===== config.mk =====
export PLATFORM = sky130hd
export DESIGN_NAME = eth_rx_integrity
export DESIGN_NICKNAME = d
export VERILOG_FILES = /design/src/rtl/eth_rxi_pkg.sv /design/src/rtl/rxi_crc_serial.sv /design/src/rtl/rxi_lead_check.sv /design/src/rtl/rxi_sat_counter.sv /design/src/rtl/eth_rx_integrity.sv
export SDC_FILE = /design/constraint.sdc
export NUM_CORES = 1
export LEC_CHECK = 0
export ABC_AREA = 0
export CORE_UTILIZATION = 55
export CTS_CLUSTER_DIAMETER = 120
export DETAILED_ROUTE_END_ITERATION = 8
export GPL_TIMING_DRIVEN = 0
export PLACE_DENSITY = 0.77
export SYNTH_ARGS = -nofsm -noshare
export SYNTH_HDL_FRONTEND = slang
export SYNTH_SLANG_ARGS = --single-unit

===== constraint.sdc =====
create_clock -name clk -period 4.3 [get_ports clk]
set_clock_uncertainty 0.05 [all_clocks]
set_input_delay 0.43 -clock clk [delete_from_list [all_inputs] [get_ports clk]]
set_output_delay 0.43 -clock clk [all_outputs]
set_load 0.005 [all_outputs]

===== src/rtl/eth_rxi_pkg.sv =====
package eth_rxi_pkg;

  typedef enum logic [1:0] {
    RX_IDLE = 2'd0,
    RX_LEAD = 2'd1,
    RX_BODY = 2'd2,
    RX_SKIP = 2'd3
  } rx_state_e;

  localparam int unsigned CRC_W       = 32;
  localparam int unsigned OCTET_BITS  = 8;
  localparam logic [31:0] CRC_POLY    = 32'h04C1_1DB7;
  localparam logic [31:0] CRC_INIT    = 32'hFFFF_FFFF;
  localparam logic [31:0] CRC_RESIDUE = 32'hC704_DD7B;

endpackage


===== src/rtl/rxi_crc_serial.sv =====
module rxi_crc_serial #(
  parameter int unsigned W        = 32,
  parameter int unsigned OCT_W    = 8,
  parameter logic [W-1:0] POLY    = 32'h04C1_1DB7,
  parameter logic [W-1:0] INIT    = '1,
  localparam int unsigned IDX_W   = $clog2(OCT_W)
) (
  input  logic             clk,
  input  logic             rst_n,
  input  logic             preset,
  input  logic             shift_en,
  input  logic             din,
  output logic [W-1:0]     snap_q,
  output logic [IDX_W-1:0] idx_q
);

  logic [W-1:0]     crc_q, crc_d, shifted;
  logic [W-1:0]     snap_d;
  logic [IDX_W-1:0] idx_d;
  logic             fb;

  assign fb = crc_q[W-1] ^ din;

  for (genvar g = 0; g < W; g++) begin : g_lfsr
    if (g == 0) begin : g_low
      assign shifted[g] = POLY[g] & fb;
    end else begin : g_up
      assign shifted[g] = crc_q[g-1] ^ (POLY[g] & fb);
    end
  end

  always_comb begin
    crc_d  = crc_q;
    snap_d = snap_q;
    idx_d  = idx_q;
    if (preset) begin
      crc_d  = INIT;
      snap_d = INIT;
      idx_d  = '0;
    end else if (shift_en) begin
      crc_d = shifted;
      if (idx_q == IDX_W'(OCT_W - 1)) begin
        idx_d  = '0;
        snap_d = shifted;
      end else begin
        idx_d = idx_q + 1'b1;
      end
    end
  end

  always_ff @(posedge clk or negedge rst_n) begin
    if (!rst_n) begin
      crc_q  <= INIT;
      snap_q <= INIT;
      idx_q  <= '0;
    end else begin
      crc_q  <= crc_d;
      snap_q <= snap_d;
      idx_q  <= idx_d;
    end
  end

endmodule


===== src/rtl/rxi_lead_check.sv =====
module rxi_lead_check (
  input  logic clk,
  input  logic rst_n,
  input  logic clear,
  input  logic bit_en,
  input  logic din,
  output logic sfd_seen,
  output logic zero_pair
);

  logic prev_q, prev_d;
  logic have_q, have_d;

  assign sfd_seen  = bit_en & have_q &  prev_q &  din;
  assign zero_pair = bit_en & have_q & ~prev_q & ~din;

  always_comb begin
    prev_d = prev_q;
    have_d = have_q;
    if (clear) begin
      have_d = 1'b0;
      prev_d = 1'b0;
    end else if (bit_en) begin
      have_d = 1'b1;
      prev_d = din;
    end
  end

  always_ff @(posedge clk or negedge rst_n) begin
    if (!rst_n) begin
      prev_q <= 1'b0;
      have_q <= 1'b0;
    end else begin
      prev_q <= prev_d;
      have_q <= have_d;
    end
  end

endmodule


===== src/rtl/rxi_sat_counter.sv =====
module rxi_sat_counter #(
  parameter int unsigned W = 16
) (
  input  logic         clk,
  input  logic         rst_n,
  input  logic         inc,
  output logic [W-1:0] count
);

  localparam logic [W-1:0] TOP = {W{1'b1}};

  logic [W-1:0] count_d;

  always_comb begin
    count_d = count;
    if (inc && (count != TOP)) count_d = count + 1'b1;
  end

  always_ff @(posedge clk or negedge rst_n) begin
    if (!rst_n) count <= '0;
    else        count <= count_d;
  end

endmodule


===== src/rtl/eth_rx_integrity.sv =====
module eth_rx_integrity
  import eth_rxi_pkg::*;
#(
  parameter int unsigned CNT_W = 16
) (
  input  logic             clk,
  input  logic             rst_n,
  input  logic             carrier,
  input  logic             rx_strobe,
  input  logic             rx_bit,
  input  logic             rx_with_errors,
  output logic             frame_done,
  output logic             frame_ok,
  output logic             frame_keep,
  output logic             crc_err,
  output logic             align_err,
  output logic             pre_abort,
  output logic [CNT_W-1:0] crc_err_cnt,
  output logic [CNT_W-1:0] align_err_cnt
);

  localparam int unsigned IDX_W = $clog2(OCTET_BITS);

  // reset: asserted asynchronously, released on the clock
  logic rst_meta, rst_sync_n;
  always_ff @(posedge clk or negedge rst_n) begin
    if (!rst_n) begin
      rst_meta   <= 1'b0;
      rst_sync_n <= 1'b0;
    end else begin
      rst_meta   <= 1'b1;
      rst_sync_n <= rst_meta;
    end
  end

  rx_state_e st_q, st_d;
  logic      bit_en, lead_window, lead_bit_en;
  logic      sfd_seen, zero_pair;
  logic      crc_preset, crc_shift;
  logic [CRC_W-1:0] snap;
  logic [IDX_W-1:0] tail_bits;

  assign bit_en      = rx_strobe & carrier;
  assign lead_window = carrier & ((st_q == RX_IDLE) | (st_q == RX_LEAD));
  assign lead_bit_en = bit_en & lead_window;
  assign crc_preset  = (st_q == RX_LEAD) & sfd_seen;
  assign crc_shift   = (st_q == RX_BODY) & bit_en;

  rxi_lead_check u_lead (
    .clk       (clk),
    .rst_n     (rst_sync_n),
    .clear     (~lead_window),
    .bit_en    (lead_bit_en),
    .din       (rx_bit),
    .sfd_seen  (sfd_seen),
    .zero_pair (zero_pair)
  );

  rxi_crc_serial #(
    .W     (CRC_W),
    .OCT_W (OCTET_BITS),
    .POLY  (CRC_POLY),
    .INIT  (CRC_INIT)
  ) u_crc (
    .clk      (clk),
    .rst_n    (rst_sync_n),
    .preset   (crc_preset),
    .shift_en (crc_shift),
    .din      (rx_bit),
    .snap_q   (snap),
    .idx_q    (tail_bits)
  );

  // state next
  always_comb begin
    st_d = st_q;
    unique case (st_q)
      RX_IDLE: if (carrier) st_d = RX_LEAD;
      RX_LEAD: begin
        if (!carrier)       st_d = RX_IDLE;
        else if (zero_pair) st_d = RX_SKIP;
        else if (sfd_seen)  st_d = RX_BODY;
      end
      RX_BODY: if (!carrier) st_d = RX_IDLE;
      RX_SKIP: if (!carrier) st_d = RX_IDLE;
      default: st_d = RX_IDLE;
    endcase
  end

  always_ff @(posedge clk or negedge rst_sync_n) begin
    if (!rst_sync_n) st_q <= RX_IDLE;
    else             st_q <= st_d;
  end

  // verdict next
  logic end_evt, body_end, residue_ok;
  logic done_d, ok_d, keep_d, crc_d, align_d, abort_d;

  assign end_evt    = (st_q != RX_IDLE) & ~carrier;
  assign body_end   = end_evt & (st_q == RX_BODY);
  assign residue_ok = (snap == CRC_RESIDUE);

  always_comb begin
    done_d  = end_evt;
    ok_d    = body_end & residue_ok;
    crc_d   = body_end & ~residue_ok;
    align_d = crc_d & (tail_bits > IDX_W'(1));
    abort_d = end_evt & (st_q != RX_BODY);
    keep_d  = ok_d | (crc_d & rx_with_errors);
  end

  always_ff @(posedge clk or negedge rst_sync_n) begin
    if (!rst_sync_n) begin
      frame_done <= 1'b0;
      frame_ok   <= 1'b0;
      frame_keep <= 1'b0;
      crc_err    <= 1'b0;
      align_err  <= 1'b0;
      pre_abort  <= 1'b0;
    end else begin
      frame_done <= done_d;
      frame_ok   <= ok_d;
      frame_keep <= keep_d;
      crc_err    <= crc_d;
      align_err  <= align_d;
      pre_abort  <= abort_d;
    end
  end

  rxi_sat_counter #(.W(CNT_W)) u_crc_cnt (
    .clk   (clk),
    .rst_n (rst_sync_n),
    .inc   (crc_d),
    .count (crc_err_cnt)
  );

  rxi_sat_counter #(.W(CNT_W)) u_align_cnt (
    .clk   (clk),
    .rst_n (rst_sync_n),
    .inc   (align_d),
    .count (align_err_cnt)
  );

endmodule


Word-level counts from Yosys, hierarchy flattened
Index checks and enable logic that the tools add are counted.
Operators by class
  $lt $le $gt $ge: 1
  bitwise gates (word level): 37
  muxes and demuxes: 18
  add/subtract/negate cells: 3
  reduce and logical (&&, ||, !) cells: 9
  equal/unequal tests: 12
Operators by type and width (count)
  $mux 32: 5
  $add 16x1->16 const B: 2
  $eq 32x32->1 const B: 1
  $ne 16x16->1 const B: 2
  $and 1x1->1: 17
  $xor 1x1->1: 14
  $mux 2: 5
  $mux 3: 3
  $ne 2x2->1 const B: 3
  $pmux 2 s3: 1
  $reduce_bool 2->1: 3
  $eq 2x2->1 const B: 2
  $mux 1: 4
  $ne 4x3->1 const B: 1
  $not 1->1: 4
  $add 3x1->3 const B: 1
  $eq 3x3->1 const B: 1
  $gt 3x1->1 const B: 1
  $reduce_and 3->1: 1
  $eq 2x1->1 const B: 1
  $logic_and 1x1->1: 2
  $logic_not 2->1: 1
  $ne 2x1->1 const B: 1
  $or 1x1->1: 2
  2 further kinds: 2
Storage, ports and cells
  word-level logic and storage cells: 96
  bits of input ports: 6
  flip-flop bits (word level): 111

Longest topological paths before layout
  word-level depth: 11
  mapped depth: 8

By module
A second synthesis with hierarchy kept.
Unflattened totals
  cell total of the unflattened synthesis: 447
  area total of the unflattened synthesis: 5477.8 µm²
Modules (own cells, without submodules)
  rxi_crc_serial: times used 1, cells an instance 252, area an instance 3201.8 µm², seq. area each 1756.7 µm²
  rxi_sat_counter: times used 2, cells an instance 72, area an instance 859.6 µm², seq. area each 400.4 µm²
  eth_rx_integrity: times used 1, cells an instance 41, area an instance 469.2 µm², seq. area each 250.2 µm²
  rxi_lead_check: times used 1, cells an instance 10, area an instance 87.6 µm², seq. area each 50.0 µm²

Worst setup path after synthesis
No wires, ideal clock.
  path type: reg-to-reg
  from: register u_crc.snap_q[18]
  to: register u_crc_cnt.count[1]
  library setup time: 0.127 ns
  stages on the path, launching flop included: 7
  clock period less this slack: 2.210 ns
  path slack: 2.090 ns
  arrival: 2.032 ns
  path through: dfstp_2 -> or4b_4 -> nor4_4 -> a21oi_2 -> buf_2 -> nand2_2 -> mux2_1
Between the ends
  longest elaborated chain between the ends: 4
Ends and longest elaborated chain
  start, declared: RTL line rxi_crc_serial.sv:13  | output logic [W-1:0] snap_q,
  start signal, assigned: RTL line rxi_crc_serial.sv:58  | snap_q <= snap_d;
  $eq 32x32->1: RTL line eth_rx_integrity.sv:101  | assign residue_ok = (snap == CRC_RESIDUE);
  $not 1->1: RTL line eth_rx_integrity.sv:106  | crc_d = body_end & ~residue_ok;
  $and 1x1->1: RTL line eth_rx_integrity.sv:106
  $logic_and 1x1->1: RTL line rxi_sat_counter.sv:16  | if (inc && (count != TOP)) count_d = count + 1'b1;
  end signal, assigned: RTL line rxi_sat_counter.sv:21  | else count <= count_d;
  end, declared: RTL line rxi_sat_counter.sv:7  | output logic [W-1:0] count
No other way between the ends.
A chain may end at the register's enable or synchronous reset.

Final worst setup path
  from: input carrier
  to: register u_crc.snap_q[26]
Between the ends
  longest elaborated chain between the ends: 8
Ends and longest elaborated chain
  start, declared: RTL line eth_rx_integrity.sv:8  | input logic carrier,
  $and 1x1->1, on equally long branches: RTL line eth_rx_integrity.sv:43, eth_rx_integrity.sv:44
  $and 1x1->1: RTL line eth_rx_integrity.sv:45  | assign lead_bit_en = bit_en & lead_window;
  $and 1x1->1 (3 in a row): RTL line rxi_lead_check.sv:14  | assign sfd_seen = bit_en & have_q & prev_q & din;
  $and 1x1->1: RTL line eth_rx_integrity.sv:46  | assign crc_preset = (st_q == RX_LEAD) & sfd_seen;
  $reduce_bool 2->1 (no source line)
  $reduce_and 2->1 (no source line)
Parallel ways exist; a longest one is shown, timed or not.

==> impl_metrics.py <==
metrics = {
    "logic_synthesis": {
        "synth-compound-area-share_pct": 7.206,
        "synth-adder-area-share_pct": 1.269,
        "xor_xnor_share_of_the_synthesized_area_pct": 7.638,
        "yosysUniqueCellTypes": 44,
        "synth_seq_cells": 111,
        "area_of_the_mapped_netlist_sq_um": 4931,
        "avgSynthCellArea_sq_um": 10.47,
        "main_combinational_cell_family_by_area_after_synthesis": "simple AND/OR/NAND/NOR gates",
        "syn_inst": 471,
        "synth_simple_gate_area_share_pct": 22.35,
        "synth_largest_area_cell": "dfstp_2",
        "syn-num-nets": 482,
        "synth_area_leaders": "dfstp_2 34%, dfrtp_1 24%, xnor2_1 7.1%, nor2_1 4.9%, nand2_1 4.6%",
        "area_share_of_the_largest_cell_type_after_synthesis_pct": 34.10,
        "ys.flop_type": "dfstp_2",
        "post_synth_mux_area_share_pct": 1.193,
        "synth-warning-count": 0,
        "synth_edf_count": 0,
        "seq_area_frac_synth_pct": 57.95,
        "asyncSetResetFlopFracSynth_pct": 100.0,
    },
    "drt": {
        "first_iter_violations": 256,
        "detailroute.via_count": 3689,
        "drc_errors": 0,
        "drt-total-wl_mm": 10.09,
        "route.antenna.remaining_nets": 0,
        "avgRoutedWirePerCell_um": 15.79,
        "drt_first_pass_iters": 5,
        "avgViaCountPerCell": 5.773,
    },
    "timing": {
        "slew_headroom_pct": 55.78,
        "worst_setup_margin_ns": 1.677,
        "min_period_ns": 2.623,
        "timing.final.max_slew_violations": 0,
        "achievable-frequency_mhz": 381.2,
        "timing.final.hold_violations": 0,
        "timing.setup.tns_ns": 0,
        "setup-violations-final": 0,
        "worstMarginPinSlew_ns": 0.6619,
        "rsz0062_at_grt": "false",
        "hold-worst-slack_ns": 0.1621,
        "min_period_over_period_pct": 61.00,
    },
    "critical_path": {
        "critPathRequiredTime_ns": 4.51,
        "worstSetupEndpointType": "register",
        "data_arrival_time_of_the_worst_path_ns": 2.84,
        "crit_fanout": 10,
        "timing.setup.critical_path_class": "in -> reg",
        "r2r-start": "st_q[1]$_DFFE_PN0P_",
        "start_kind": "input pin",
        "worst_setup_path_startpoint": "carrier",
        "r2r.worst_path.cells": 6,
    },
    "placed_design": {
        "place_congestion": 0.8381,
        "placement.cell_area_sq_um": 5528,
        "port_buffers": 43,
        "placement.setup.worst_slack_ns": 1.333,
        "dpl.hpwl_mm": 6.995,
    },
    "final_layout": {
        "most_common_library_cell_in_the_layout_ignoring_fill_and_taps": "nor2_1",
        "layout_overhead_on_the_synthesized_area_pct": 16.62,
        "fillerInstances": 679,
        "drive_above_1_share_pct": 18.46,
        "antenna_cells_inserted": 0,
        "layout.cells.most_common_list": "65 x nor2_1, 64 x dfstp_2, 61 x nand2_1",
        "layout.nets": 537,
        "layout.cell_area.non_filler_sq_um": 5751,
    },
    "clock_tree": {
        "path_clk_slew_ns": 0.10,
        "clock_insertion_delay_worst_skew_ns": 0.36,
        "post_cts_sizing_count": 0,
        "cts_inserted_buffers": 9,
        "ctsHoldBuffers": 0,
        "number_of_post_cts_setup_repair_buffers": 0,
        "ctsRootBufferMaster": "clkbuf_8",
        "clk_path_buf_depth": 2,
        "cts_tree": "yes",
        "htreeDepth": 3,
        "clock_sink_count": 111,
    },
    "die": {
        "number_of_standard_cell_rows_in_the_floorplan": 34,
        "i_o_pin_count": 44,
        "initial_core_utilization_pct": 56.54,
        "die_h_um": 96.69,
        "fp.coreArea_sq_um": 8721,
        "die_area_sq_um": 9348,
        "die_width_um": 96.69,
    },
    "run": {
        "drv.max_cap_violation_count": 0,
    },
    "global_route": {
        "global_route_wire_length_before_repair_mm": 17.34,
        "residual_overflow_from_global_routing": 0,
        "grt_pass1_vias": 3648,
        "grt_max_degree": 77,
        "track_usage_pct": 23.08,
        "number_of_antenna_violations_at_the_first_check_in_global_routing": 0,
    },
    "worst_hold_path": {
        "holdCritPathClass": "in -> async",
    },
    "status": {
        "status": "complete, no violations",
    },
    "power": {
        "finalPower_w": 0.002250,
        "irDropWorstVdd_uv": 240.6,
        "power.leakage_nw": 2.327,
        "power.density_cell_area_nw_per_um2": 391.2,
    },
}
-- flip-flops by register name (all words and copies together), names as in the netlist --
| name | cells |
|---|---|
| rst_meta | 1 |
| u_crc_cnt.count | 16 |
| u_crc.idx_q | 3 |
| frame_keep | 1 |
| u_lead.have_q | 1 |
| align_err | 1 |
| u_lead.prev_q | 1 |
| st_q | 2 |
| u_crc.snap_q | 32 |
| crc_err | 1 |
| rst_sync_n | 1 |
| frame_ok | 1 |
| frame_done | 1 |
| pre_abort | 1 |
| u_crc.crc_q | 32 |
| u_align_cnt.count | 16 |
-- per-layer routing --
| metal | global-route usage [%] | routed length [um] |
|---|---|---|
| met2 | 37.49 | 5020 |
| met5 | 0 | 0 |
| met3 | 3.468 | 570 |
| met4 | 10.45 | 279 |
| met1 | 30.85 | 4221 |
-- power breakdown --
part	total, W	internal [W]	switching (W)
logic	0.000264	0.000125	0.000139
clock network	0.000685	0.000346	0.000339
registers	0.00130	0.00122	0.0000806
total	0.00225	0.00169	0.000559
-- worst max-delay path, cell delays in order --
cell and delay [ns]:
clkdlybuf4s50_1 0.60, nand2b_1 0.18, nor4_2 0.61, a21o_1 0.15, buf_2 0.20, buf_1 0.49
a31oi_1 0.17
-- final timing paths --
check                                               endpoint  slack (ns)
max                             u_crc.snap_q[26]$_DFFE_PN1P_        1.68
min                                     rst_sync_n$_DFF_PN0_        0.16
max reg2reg                     u_crc.snap_q[26]$_DFFE_PN1P_        1.83
min reg2reg                u_align_cnt.count[13]$_DFFE_PN0P_        0.24
max in group asynchronous       u_crc.snap_q[20]$_DFFE_PN1P_        3.20
min in group clk                        rst_sync_n$_DFF_PN0_        0.32
-- synth_stat cells (2+ instances only) --
| master | instances |
|---|---|
| nor2_1 | 65 |
| dfstp_2 | 64 |
| nand2_1 | 61 |
| dfrtp_1 | 47 |
| xnor2_1 | 40 |
| nand3_1 | 35 |
| a21oi_1 | 22 |
| nand4_1 | 20 |
| clkbuf_1 | 17 |
| a31oi_1 | 13 |
| o211ai_1 | 13 |
| and3_1 | 11 |
| buf_2 | 7 |
| nand4b_1 | 6 |
| ha_1 | 5 |
| buf_1 | 3 |
| mux2_1 | 3 |
| nand2b_1 | 3 |
| nor3_1 | 3 |
| xor2_1 | 3 |
| and2_1 | 2 |
| nor2b_1 | 2 |
| nor3b_1 | 2 |
| nor4_2 | 2 |
| or3_1 | 2 |
| or4_1 | 2 |
-- layout make-up --
type | count | area [sq um] | share of cell area, %
buffer | 27 | 110.1 | 1.915
clock buffer | 11 | 141.4 | 2.459
clock inverter | 5 | 81.33 | 1.414
inverter | 1 | 3.754 | 0.06527
multi-input combinational | 332 | 1959 | 34.07
sequential | 111 | 2861 | 49.76
tap | 108 | 135.1 | 2.350
timing repair buffer | 44 | 457.9 | 7.963
-- stage by stage --
step | util, % | cells
3_3_place_gp | 63.03 | 622
5_1_grt | 65.94 | 639
3_5_place_dp | 63.39 | 623
4_1_cts | 65.94 | 639
6_report | 65.94 | 639
2_1_floorplan | - | 471
-- logic make-up after synthesis --
logic type | count (synthesis)
buf+inv | 28
mux | 5
xor+xnor | 43
fa+ha+maj | 5
simple gates | 223
other cells | 1
compound gates | 55
flops | 111
Note: power is estimated with default switching activity, not from simulation.
